===== config.mk =====
export PLATFORM = sky130hd
export DESIGN_NAME = cfg_tf_decoder
export DESIGN_NICKNAME = d
export VERILOG_FILES = /design/src/rtl/cfgdec_pkg.sv /design/src/rtl/cfg_opt_reg.sv /design/src/rtl/tf_addr_decode.sv /design/src/rtl/irq_shaper.sv /design/src/rtl/cfg_tf_decoder.sv
export SDC_FILE = /design/constraint.sdc
export NUM_CORES = 1
export LEC_CHECK = 0
export BUFFER_PORTS_ARGS = -buffer_cell sky130_fd_sc_hd__buf_4
export CAP_MARGIN = 10
export CORE_MARGIN = 2
export CORE_UTILIZATION = 46
export DETAILED_ROUTE_END_ITERATION = 12
export MAX_ROUTING_LAYER = met4
export PLACE_DENSITY_LB_ADDON = 0.15
export RECOVER_POWER = 25
export SKIP_CTS_REPAIR_TIMING = 1
export SYNTH_ARGS = -nofsm -noshare
export SYNTH_HDL_FRONTEND = slang
export SYNTH_SLANG_ARGS = --single-unit

===== constraint.sdc =====
create_clock -name clk -period 3.47 [get_ports clk]
set_clock_uncertainty 0.1 [all_clocks]
set_input_delay 0.8675 -clock clk [delete_from_list [all_inputs] [get_ports clk]]
set_output_delay 0.8675 -clock clk [all_outputs]
set_load 0.02 [all_outputs]

===== src/rtl/cfgdec_pkg.sv =====
package cfgdec_pkg;

  localparam int HOST_AW  = 11;
  localparam int CFG_AW   = 12;
  localparam int REG_W    = 8;
  localparam int IDX_W    = 6;
  localparam int TF_SEL_W = 4;
  localparam int LEG_BLK_LSB = 3;  // 8-register block window
  localparam int LEG_CTL_LSB = 1;  // 2-register control window

  typedef enum logic [IDX_W-1:0] {
    MODE_MEM       = 6'd0,
    MODE_IO_CONTIG = 6'd1,
    MODE_IO_PRI    = 6'd2,
    MODE_IO_SEC    = 6'd3
  } tf_mode_e;

  typedef struct packed {
    logic             srst;
    logic             level;
    logic [IDX_W-1:0] idx;
  } opt_reg_t;

  typedef struct packed {
    logic                hit;
    logic [TF_SEL_W-1:0] sel;
  } tf_dec_t;

  // Memory window: low 16 bytes, or anywhere in the upper half.
  function automatic tf_dec_t dec_mem(input logic [HOST_AW-1:0] a);
    tf_dec_t r;
    r.hit = a[HOST_AW-1] || (a[HOST_AW-2:TF_SEL_W] == '0);
    r.sel = a[TF_SEL_W-1:0];
    return r;
  endfunction

  // Legacy pair: 8-register block plus 2-register control pair at Eh/Fh.
  function automatic tf_dec_t dec_legacy(input logic [HOST_AW-1:0] a,
                                         input logic [HOST_AW-1:0] blk,
                                         input logic [HOST_AW-1:0] ctl);
    tf_dec_t r;
    r = '0;
    if (a[HOST_AW-1:LEG_BLK_LSB] == blk[HOST_AW-1:LEG_BLK_LSB]) begin
      r.hit = 1'b1;
      r.sel = {1'b0, a[LEG_BLK_LSB-1:0]};
    end else if (a[HOST_AW-1:LEG_CTL_LSB] == ctl[HOST_AW-1:LEG_CTL_LSB]) begin
      r.hit = 1'b1;
      r.sel = {3'b111, a[0]};
    end
    return r;
  endfunction

  // Register update: while in (or entering) soft reset only bit 7 survives.
  function automatic opt_reg_t next_opt(input opt_reg_t cur,
                                        input logic [REG_W-1:0] wd);
    opt_reg_t n;
    n = opt_reg_t'(wd);
    if (cur.srst || n.srst) begin
      n.level = 1'b0;
      n.idx   = '0;
    end
    return n;
  endfunction

endpackage


===== src/rtl/cfg_opt_reg.sv =====
module cfg_opt_reg
  import cfgdec_pkg::*;
#(
  parameter logic [CFG_AW-1:0] CFG_OFFSET = 12'h200
) (
  input  logic              clk,
  input  logic              rst_n,
  input  logic              ide_strap,
  input  logic              wr,
  input  logic              rd,
  input  logic [CFG_AW-1:0] addr,
  input  logic [REG_W-1:0]  wdata,
  output logic [REG_W-1:0]  rdata,
  output opt_reg_t          opt_q
);

  logic addr_match;
  logic wr_en;
  logic rd_en;

  assign addr_match = (addr == CFG_OFFSET);
  assign wr_en      = wr && addr_match && !ide_strap;
  assign rd_en      = rd && addr_match && !ide_strap;

  always_ff @(posedge clk or negedge rst_n) begin
    if (!rst_n) begin
      opt_q <= '0;
    end else if (wr_en) begin
      opt_q <= next_opt(opt_q, wdata);
    end
  end

  always_comb begin
    rdata = '0;
    if (rd_en) rdata = opt_q;
  end

endmodule


===== src/rtl/tf_addr_decode.sv =====
module tf_addr_decode
  import cfgdec_pkg::*;
#(
  parameter logic [HOST_AW-1:0] PRI_BLK = 11'h1F0,
  parameter logic [HOST_AW-1:0] PRI_CTL = 11'h3F6,
  parameter logic [HOST_AW-1:0] SEC_BLK = 11'h170,
  parameter logic [HOST_AW-1:0] SEC_CTL = 11'h376
) (
  input  logic                host_sel,
  input  logic                host_io,
  input  logic [HOST_AW-1:0]  host_addr,
  input  logic [IDX_W-1:0]    idx,
  input  logic                blocked,
  output logic                hit,
  output logic [TF_SEL_W-1:0] sel
);

  localparam int N_LEG = 2;
  localparam logic [HOST_AW-1:0] BLK_TAB [N_LEG] = '{PRI_BLK, SEC_BLK};
  localparam logic [HOST_AW-1:0] CTL_TAB [N_LEG] = '{PRI_CTL, SEC_CTL};

  tf_dec_t mem_dec;
  tf_dec_t contig_dec;
  tf_dec_t leg_dec [N_LEG];
  tf_dec_t pick;

  assign mem_dec    = dec_mem(host_addr);
  assign contig_dec = '{hit: 1'b1, sel: host_addr[TF_SEL_W-1:0]};

  for (genvar w = 0; w < N_LEG; w++) begin : g_leg
    assign leg_dec[w] = dec_legacy(host_addr, BLK_TAB[w], CTL_TAB[w]);
  end

  always_comb begin
    pick = '0;
    case (idx)
      MODE_MEM:       if (!host_io) pick = mem_dec;
      MODE_IO_CONTIG: if (host_io)  pick = contig_dec;
      MODE_IO_PRI:    if (host_io)  pick = leg_dec[0];
      MODE_IO_SEC:    if (host_io)  pick = leg_dec[1];
      default:        pick = '0;
    endcase
  end

  assign hit = pick.hit && host_sel && !blocked;
  assign sel = pick.sel;

endmodule


===== src/rtl/irq_shaper.sv =====
module irq_shaper #(
  parameter int PULSE_LEN = 8,
  localparam int CNT_W    = $clog2(PULSE_LEN + 1)
) (
  input  logic             clk,
  input  logic             rst_n,
  input  logic             card_rst,
  input  logic             level,
  input  logic             req,
  output logic             irq_n,
  output logic [CNT_W-1:0] cnt,
  output logic             rise
);

  logic req_q;

  assign rise = req && !req_q;

  always_ff @(posedge clk or negedge rst_n) begin
    if (!rst_n) begin
      req_q <= 1'b0;
      cnt   <= '0;
    end else if (card_rst) begin
      req_q <= 1'b0;
      cnt   <= '0;
    end else begin
      req_q <= req;
      if (!level && rise) begin
        cnt <= CNT_W'(PULSE_LEN);
      end else if (cnt != '0) begin
        cnt <= cnt - 1'b1;
      end
    end
  end

  always_comb begin
    if (card_rst)   irq_n = 1'b1;
    else if (level) irq_n = !req_q;
    else            irq_n = (cnt == '0);
  end

endmodule


===== src/rtl/cfg_tf_decoder.sv =====
module cfg_tf_decoder
  import cfgdec_pkg::*;
#(
  parameter logic [CFG_AW-1:0] CFG_OFFSET = 12'h200,
  parameter int                PULSE_LEN  = 8
) (
  input  logic                clk,
  input  logic                rst_n,
  input  logic                ide_strap,
  input  logic                cfg_wr,
  input  logic                cfg_rd,
  input  logic [CFG_AW-1:0]   cfg_addr,
  input  logic [REG_W-1:0]    cfg_wdata,
  output logic [REG_W-1:0]    cfg_rdata,
  output logic                card_rst,
  input  logic                host_sel,
  input  logic                host_io,
  input  logic [HOST_AW-1:0]  host_addr,
  output logic                tf_hit,
  output logic [TF_SEL_W-1:0] tf_sel,
  input  logic                irq_req,
  output logic                irq_n
);

  localparam int CNT_W = $clog2(PULSE_LEN + 1);

  // Named internal events, also observed by the bound checker.
  opt_reg_t         opt_q;
  logic             level_mode;
  logic [CNT_W-1:0] pulse_cnt;
  logic             pulse_rise;

  cfg_opt_reg #(.CFG_OFFSET(CFG_OFFSET)) u_reg (
    .clk       (clk),
    .rst_n     (rst_n),
    .ide_strap (ide_strap),
    .wr        (cfg_wr),
    .rd        (cfg_rd),
    .addr      (cfg_addr),
    .wdata     (cfg_wdata),
    .rdata     (cfg_rdata),
    .opt_q     (opt_q)
  );

  assign card_rst   = opt_q.srst;
  assign level_mode = opt_q.level;

  tf_addr_decode u_dec (
    .host_sel  (host_sel),
    .host_io   (host_io),
    .host_addr (host_addr),
    .idx       (opt_q.idx),
    .blocked   (card_rst),
    .hit       (tf_hit),
    .sel       (tf_sel)
  );

  irq_shaper #(.PULSE_LEN(PULSE_LEN)) u_irq (
    .clk      (clk),
    .rst_n    (rst_n),
    .card_rst (card_rst),
    .level    (level_mode),
    .req      (irq_req),
    .irq_n    (irq_n),
    .cnt      (pulse_cnt),
    .rise     (pulse_rise)
  );

endmodule


==> flow_metrics.tcl, run 1 <==
set metrics [dict create \
    outcome "finished clean" \
    drive_above_1_share_pct 39.74 \
    nNetsFinal 198 \
    period_share_pct 87.07 \
    regToRegSetupSlack_ps 1780 \
    cts_sinks 13 \
    area_growth_pct 48.43 \
    syn_inst 100 \
    cp_common_cell "buf_4" \
    syn_area_per_cell_um2 9.146 \
    worstPathRequired_ps 2500 \
    num-fill-cells 182 \
    rsz0062_at_grt "false" \
    dr.pass1.iters 4 \
    grt_use_total_pct 22.26 \
    max_stage_delay_ps 330 \
    die_w_um 48.59 \
    final_antenna_net_count 0 \
    cts_root_buf "clkbuf_4" \
    cts_htree_levels 1 \
    yosysSeqAreaShare_pct 35.57 \
    grt_overflow 0 \
    drc 0 \
    grt_pass1_vias 932 \
    fmax_mhz 331.0 \
    first_iter_violations 11 \
    synth_area_um2 914.6 \
    dpl-instance-area_um2 1335 \
    start_kind "input pin" \
    hpwl_mm 1.914 \
    tightest_slew_ps 674.8 \
    globalplace.congestion 0.8446 \
    pwr_density_cell_nw_per_um2 345.2 \
    criticalPathCategory "in2out" \
    hold_viol 0 \
    die_area_um2 2361 \
    design_area_um2 1358 \
    seq_area_um2 325.3 \
    antenna_found_initial 0 \
    final_common_cell "buf_4" \
    ios 54 \
    ir_drop_mv 0.2613 \
    grt_pass1_wl_mm 3.939 \
    holdPathStages 2 \
    vias 939 \
    critical_path.slowest_cell "nand4_1" \
    leakage_nw 0.6648 \
    via_per_inst 5.131 \
    worstPathArrival_ps 2050 \
    worstSkewPairLatency_ps 280 \
    synth_seq_cells 13 \
    n_antenna_cell 0 \
    coreArea_um2 1922 \
    period_needed_ps 3021 \
    cap_violations 0 \
    synth_warnings 0 \
    io_buffers 53 \
    rows 16 \
    clk_pin_slew_worst_paths_ps 80 \
    cts_buffers 3 \
    final-max-slew-violation-count 0 \
    grt_max_degree 14 \
    cts_buffer_depth 2 \
    cts_tree "built" \
    worst-r2r-cell-count 4 \
    floorplan.initialDensity_pct 47.59 \
    endpoint_kind "output port" \
    layout_common_cells "buf_4, dfrtp_1, inv_1, nor3_1, nand2_1" \
    min_path_type "reg2reg" \
    post_drt_wl_per_cell_um 12.66 \
    synth.distinct_cells 31 \
    path_cells "buf_4, nor4_2, nand4_1, nor3_1, buf_4" \
    synth_nets 141 \
    drt-total-wl_mm 2.316 \
    slew_headroom_pct 55.02 \
    worst-path-max-fanout 8 \
    multiInputGateArea_um2 533.0 \
    setup_violations 0 \
    finalSetupTns_ps 0 \
    die_y_um 48.59 \
]
==> registers in the layout, summed over array words and instances, names as in the netlist <==
register	flops
u_reg.opt_q	8
u_irq.cnt	4
u_irq.req_q	1
==> through the flow <==
step	setup WS, ps	power [mW]	hold WS [ps]	utilization, %	instances
6_report	448.6	0.4686	468.8	70.64	183
5_1_grt	317.1	0.5039	472.4	70.64	183
4_1_cts	451.4	0.4741	305.6	70.83	183
3_5_place_dp	460.9	0.3775	454.9	69.47	179
3_3_place_gp	512.9	0.3669	451.8	69.47	179
2_1_floorplan	593.5	0.3132	426.3	-	100
==> critical path, delay by kind of cell <==
family,cells,cell delay (ps)
AND/OR/NAND/NOR,3,890
buffers and inverters,2,300
==> synthesized netlist by cell type <==
master | count | area, um2
xnor2_1 | 1 | 8.760
mux2i_1 | 8 | 80.08
o211a_1 | 1 | 10.01
a21oi_1 | 2 | 10.01
nor2b_1 | 3 | 18.77
dfrtp_1 | 13 | 325.3
xor2_1 | 1 | 8.760
and4b_1 | 2 | 20.02
inv_1 | 12 | 45.04
nor3_1 | 11 | 55.05
nand2b_1 | 2 | 12.51
nor3b_1 | 2 | 15.01
o22ai_1 | 1 | 6.260
nand4_1 | 3 | 18.77
nor4_2 | 3 | 37.54
nand2_1 | 10 | 37.54
ha_1 | 2 | 25.02
and2_1 | 1 | 6.260
nand3_1 | 2 | 10.01
buf_6 | 1 | 11.26
nor4_1 | 2 | 12.51
o2bb2ai_1 | 4 | 35.03
a21bo_2 | 1 | 10.01
nor4bb_1 | 1 | 10.01
o211ai_1 | 1 | 7.510
or3b_4 | 1 | 11.26
and4_1 | 1 | 8.760
a2111oi_2 | 1 | 15.01
nor2_1 | 5 | 18.77
a221oi_1 | 1 | 8.760
mux2_4 | 1 | 15.01
==> cell families (layout without fill, tap and decap cells) <==
| kind of cell | count (synthesis) | in the layout | synth area share, % |
|---|---|---|---|
| simple gates | 49 | 49 | 32.01 |
| flops | 13 | 13 | 35.57 |
| buf+inv | 13 | 69 | 6.156 |
| compound gates | 12 | 12 | 11.22 |
| mux | 9 | 9 | 10.40 |
| fa+ha+maj | 2 | 2 | 2.736 |
| xor+xnor | 2 | 2 | 1.916 |
==> cell type report <==
cell class | count | area share, %
timing repair buffer | 53 | 29.03
tap | 27 | 2.488
multi-input combinational | 74 | 39.26
sequential | 13 | 23.96
clock buffer | 4 | 1.935
inverter | 12 | 3.318
==> routing by layer <==
layer	GRT usage (%)	part of all wire [%]	up-vias
li1	-	-	476
met1	22.47	40	430
met2	40.28	54	29
met3	5.556	5.4	4
met4	10.48	1.2	0
met5	-	0	-
==> path summary, 6_finish.rpt <==
kind                                            startpoint                    endpoint
worst max-delay path                           cfg_addr[3]                cfg_rdata[7]
worst min-delay path            u_reg.opt_q[2]$_DFFE_PN0P_  u_reg.opt_q[2]$_DFFE_PN0P_
worst max register to register    u_irq.cnt[0]$_DFFE_PN0P_    u_irq.cnt[1]$_DFFE_PN0P_
worst min register to register  u_reg.opt_q[2]$_DFFE_PN0P_  u_reg.opt_q[2]$_DFFE_PN0P_
max in group asynchronous                            rst_n  u_reg.opt_q[0]$_DFFE_PN0P_
min in group asynchronous                            rst_n  u_reg.opt_q[3]$_DFFE_PN0P_
==> report_power, final <==
group / internal, mW / total [mW] / switching (mW)
Sequential: 0.178 / 0.198 / 0.0203
Combinational: 0.0998 / 0.174 / 0.0738
Clock: 0.0447 / 0.0967 / 0.0520
Total: 0.322 / 0.469 / 0.146
No activity file was read; power rests on OpenSTA's default activity.
==> run 2, diff against run 1 <==
PLACE_DENSITY = 0.95   (was not set)
PLACE_DENSITY_LB_ADDON = not set   (was 0.15)
==> flow_metrics.tcl, run 2 (synthesized netlist as in run 1, its figures left out) <==
set metrics [dict create \
    outcome "finished clean" \
    path_cells "buf_4, nor4_2, nand4_1, nor3_1, buf_4" \
    io_buffers 53 \
    grt_max_degree 14 \
    layout_common_cells "buf_4, dfrtp_1, inv_1, nor3_1, nand2_1" \
    design_area_um2 1359 \
    rsz0062_at_grt "false" \
    grt_use_total_pct 23.11 \
    cts_buffer_depth 2 \
    rows 16 \
    worst-r2r-cell-count 4 \
    cts_tree "built" \
    critical_path.slowest_cell "nand4_1" \
    clk_pin_slew_worst_paths_ps 80 \
    antenna_found_initial 0 \
    final_common_cell "buf_4" \
    finalSetupTns_ps 0 \
    worstPathRequired_ps 2500 \
    die_y_um 48.59 \
    final-max-slew-violation-count 0 \
    place_ws_ps 414.7 \
    post_drt_wl_per_cell_um 13.26 \
    min_path_type "reg2reg" \
    tightest_slew_ps 690.2 \
    fmax_mhz 328.7 \
    globalplace.congestion 0.8493 \
    start_kind "input pin" \
    drive_above_1_share_pct 40.38 \
    dpl-instance-area_um2 1335 \
    hold_viol 0 \
    final_antenna_net_count 0 \
    worstSkewPairLatency_ps 270 \
    floorplan.initialDensity_pct 47.59 \
    period_needed_ps 3042 \
    period_share_pct 87.67 \
    timing.final.ws_setup_ps 428.0 \
    cts_htree_levels 1 \
    largestRegisters "u_reg.opt_q (8), u_irq.cnt (4), u_irq.req_q (1)" \
    endpoint_kind "output port" \
    drc 0 \
    multiInputGateArea_um2 533.0 \
    cap_violations 0 \
    p_clk_share_pct 19.7 \
    drt-total-wl_mm 2.426 \
    p_sw_mw 0.1487 \
    hpwl_mm 2.082 \
    criticalPathCategory "in2out" \
    cp_common_cell "buf_4" \
    n_antenna_cell 0 \
    grt_overflow 0 \
    largest_reg_flops 8 \
    worstPathArrival_ps 2070 \
    ir_drop_mv 0.3507 \
    power.share.switching_pct 31.65 \
    total_power_mw 0.4698 \
    via_per_inst 5.393 \
    vias 987 \
    seq_power_share_pct 42.5 \
    seq_area_um2 325.3 \
    cts_buffers 3 \
    regMostFlops "u_reg.opt_q" \
    max_stage_delay_ps 320 \
    area_growth_pct 48.56 \
    intPower_mw 0.3211 \
    combPwrFrac_pct 37.8 \
    num-fill-cells 147 \
    die_area_um2 2361 \
    grt_pass1_wl_mm 4.181 \
    worst-path-max-fanout 8 \
    holdPathStages 2 \
    pwr_density_cell_nw_per_um2 345.7 \
    nNetsFinal 198 \
    first_iter_violations 16 \
    setup_violations 0 \
    cts_sinks 13 \
    coreArea_um2 1922 \
    die_w_um 48.59 \
    slew_headroom_pct 53.98 \
    dr.pass1.iters 4 \
    leakage_nw 0.6675 \
    ios 54 \
    cts_root_buf "clkbuf_4" \
    grt_pass1_vias 990 \
]
-- run 2: path summary, 6_finish.rpt --
kind	startpoint	end	slack, ps
min reg2reg	u_reg.opt_q[5]$_DFFE_PN0P_	u_reg.opt_q[5]$_DFFE_PN0P_	480
max reg2reg	u_irq.cnt[0]$_DFFE_PN0P_	u_irq.cnt[1]$_DFFE_PN0P_	1760
max in group asynchronous	rst_n	u_reg.opt_q[4]$_DFFE_PN0P_	2330
min in group asynchronous	rst_n	u_irq.cnt[1]$_DFFE_PN0P_	500
min	u_reg.opt_q[5]$_DFFE_PN0P_	u_reg.opt_q[5]$_DFFE_PN0P_	480
max	cfg_addr[7]	cfg_rdata[0]	430
-- run 2: final cells by class --
| type | count | area share (%) |
|---|---|---|
| Timing Repair Buffer | 53 | 29.01 |
| Multi-Input combinational cell | 74 | 39.23 |
| Tap cell | 27 | 2.486 |
| Clock buffer | 3 | 1.657 |
| Sequential cell | 13 | 23.94 |
| Clock inverter | 1 | 0.3683 |
| Inverter | 12 | 3.315 |
-- run 2: metal layers --
layer / vias to the layer above / track usage, % / share of wire (%)
met1: 454 / 25.94 / 41
met5: - / - / 0
met2: 54 / 41.90 / 51
li1: 477 / - / -
met4: 0 / 8.095 / 0.54
met3: 2 / 3.395 / 7.8
-- run 2: through the flow --
stage	std cells	hold WS [ps]	util (%)
floorplan	100	426.3	-
global placement	179	446.6	69.47
detailed placement	179	460.3	69.47
CTS	183	314.2	70.90
global route	183	496.8	70.70
finish	183	476.2	70.70
-- run 2: power groups by stage --
stage	sequential [mW]	combinational, mW	clock (mW)
6_report	0.199	0.178	0.0927
5_1_grt	0.205	0.200	0.102
4_1_cts	0.200	0.181	0.0964
3_5_place_dp	0.203	0.181	0
3_3_place_gp	0.201	0.165	0
2_1_floorplan	0.198	0.116	0
-- run 2: worst max-delay path, delay by kind of cell --
kind          cells  cell delay (ps)
simple gates      3              900
buf+inv           2              300
==> run 3, diff against run 2 <==
PLACE_DENSITY = 0.94   (was 0.95)
SYNTH_HIERARCHICAL = 1   (was not set)
==> flow_metrics.tcl, run 3 <==
set metrics [dict create \
    outcome "finished clean" \
    io_buffers 53 \
    cts_tree "built" \
    antenna_found_initial 0 \
    layout_common_cells "buf_4, dfrtp_1, nand2_1, inv_1" \
    total_power_mw 0.4751 \
    grt_max_degree 14 \
    coreArea_um2 1942 \
    cts_htree_levels 1 \
    fmax_mhz 301.0 \
    critical_path.slowest_cell "or4_4" \
    endpoint_kind "output port" \
    cts_sinks 13 \
    grt_use_total_pct 25.17 \
    grt_pass1_wl_mm 4.429 \
    slew_headroom_pct 53.18 \
    hpwl_mm 2.174 \
    die_area_um2 2417 \
    multiInputGateArea_um2 571.8 \
    area_growth_pct 50.00 \
    grt_overflow 0 \
    largest_reg_flops 8 \
    die_w_um 49.17 \
    ios 54 \
    drive_above_1_share_pct 43.67 \
    design_area_um2 1408 \
    final-max-slew-violation-count 0 \
    num-fill-cells 144 \
    worstPathArrival_ps 2360 \
    period_needed_ps 3323 \
    finalSetupTns_ps 0 \
    seq_area_um2 325.3 \
    setup_violations 0 \
    ir_drop_mv 0.3702 \
    cts_buffers 3 \
    criticalPathCategory "in2out" \
    synth_warnings 6 \
    rows 16 \
    drc 0 \
    start_kind "input pin" \
    min_path_type "reg2reg" \
    regToRegSetupSlack_ps 1780 \
    final_common_cell "buf_4" \
    globalplace.congestion 0.7682 \
    cap_violations 0 \
    dr.pass1.iters 4 \
    cts_root_buf "clkbuf_4" \
    cp_common_cell "buf_4" \
    clk_pin_slew_worst_paths_ps 80 \
    post_drt_wl_per_cell_um 14.36 \
    drt-total-wl_mm 2.656 \
    dpl-instance-area_um2 1385 \
    max_stage_delay_ps 550 \
    die_y_um 49.17 \
    grt_pass1_vias 949 \
    worstPathRequired_ps 2500 \
    worstSkewPairLatency_ps 290 \
    regMostFlops "u_reg/opt_q" \
    leakage_nw 0.6994 \
    hold_viol 0 \
    path_cells "buf_4, or4_4, nor4_1, buf_4, and2_1, buf_4" \
    final_antenna_net_count 0 \
    syn_area_per_cell_um2 9.479 \
    pwr_density_cell_nw_per_um2 337.5 \
    largestRegisters "u_reg/opt_q (8), u_irq/cnt (4), u_irq/req_q (1)" \
    nNetsFinal 200 \
    timing.final.ws_setup_ps 147.4 \
    vias 955 \
    synth_area_um2 938.4 \
    n_antenna_cell 0 \
    tightest_slew_ps 702.3 \
    first_iter_violations 13 \
    synth_nets 140 \
    hold_ws_ps 483.4 \
    period_share_pct 95.75 \
    syn_inst 99 \
    via_per_inst 5.162 \
    rsz0062_at_grt "false" \
    place_ws_ps 177.0 \
    worst-path-max-fanout 8 \
    floorplan.initialDensity_pct 48.32 \
    cts_buffer_depth 2 \
]
[run 3: changes by cell type in the layout (fill, tap and decap cells not counted), moves of 2 or more]
cell / before / now
and2_1: 1 / 8
a21oi_1: 2 / 4
or3b_2: 0 / 3
buf_4: 52 / 54
nor4_4: 0 / 2
or4_4: 0 / 2
nand3_1: 2 / 0
or2b_1: 0 / 2
nand3b_1: 0 / 2
o2bb2ai_1: 4 / 0
a211oi_1: 0 / 2
nor3_1: 11 / 2
nor4_2: 3 / 0
[run 3: per-stage QoR]
stage,cells,utilization [%]
3_5_place_dp,181,71.33
5_1_grt,185,72.49
6_report,185,72.49
2_1_floorplan,99,-
3_3_place_gp,181,71.33
4_1_cts,185,72.68
[run 3: path summary, 6_finish.rpt]
kind                                                 start                    endpoint  cells after the start
worst max-delay path                           cfg_addr[7]                cfg_rdata[1]                      6
worst min-delay path            u_reg/opt_q[6]$_DFFE_PN0P_  u_reg/opt_q[6]$_DFFE_PN0P_                      2
worst max register to register    u_irq/cnt[0]$_DFFE_PN0P_    u_irq/cnt[1]$_DFFE_PN0P_                      4
worst min register to register  u_reg/opt_q[6]$_DFFE_PN0P_  u_reg/opt_q[6]$_DFFE_PN0P_                      2
max in group asynchronous                            rst_n    u_irq/cnt[0]$_DFFE_PN0P_                      1
min in group asynchronous                            rst_n       u_irq/req_q$_DFF_PN0_                      1
[run 3: worst max-delay path: cells and delay by family]
family / cells / cell delay (ps)
buffers and inverters: 3 / 460
and+or+nand+nor: 3 / 1030
[run 3: layer usage]
| metal | global-route usage, % | wire [um] | vias up |
|---|---|---|---|
| met1 | 28.04 | 997 | 440 |
| li1 | - | - | 467 |
| met3 | 3.988 | 157 | 7 |
| met4 | 9.048 | 49 | 0 |
| met5 | - | 0 | - |
| met2 | 45.05 | 1452 | 41 |
[run 3: final cells by class]
class / count / share of cell area, %
repair buffers: 55 / 29.07
flip-flops and latches: 13 / 23.11
well taps: 27 / 2.400
multi-input cells: 75 / 40.62
inverters: 11 / 2.933
clock buffers: 4 / 1.867
[run 3: power breakdown]
part           internal (mW)  total [mW]  switching [mW]
Combinational          0.102       0.175          0.0732
Sequential             0.178       0.202          0.0238
Clock                 0.0448      0.0983          0.0535
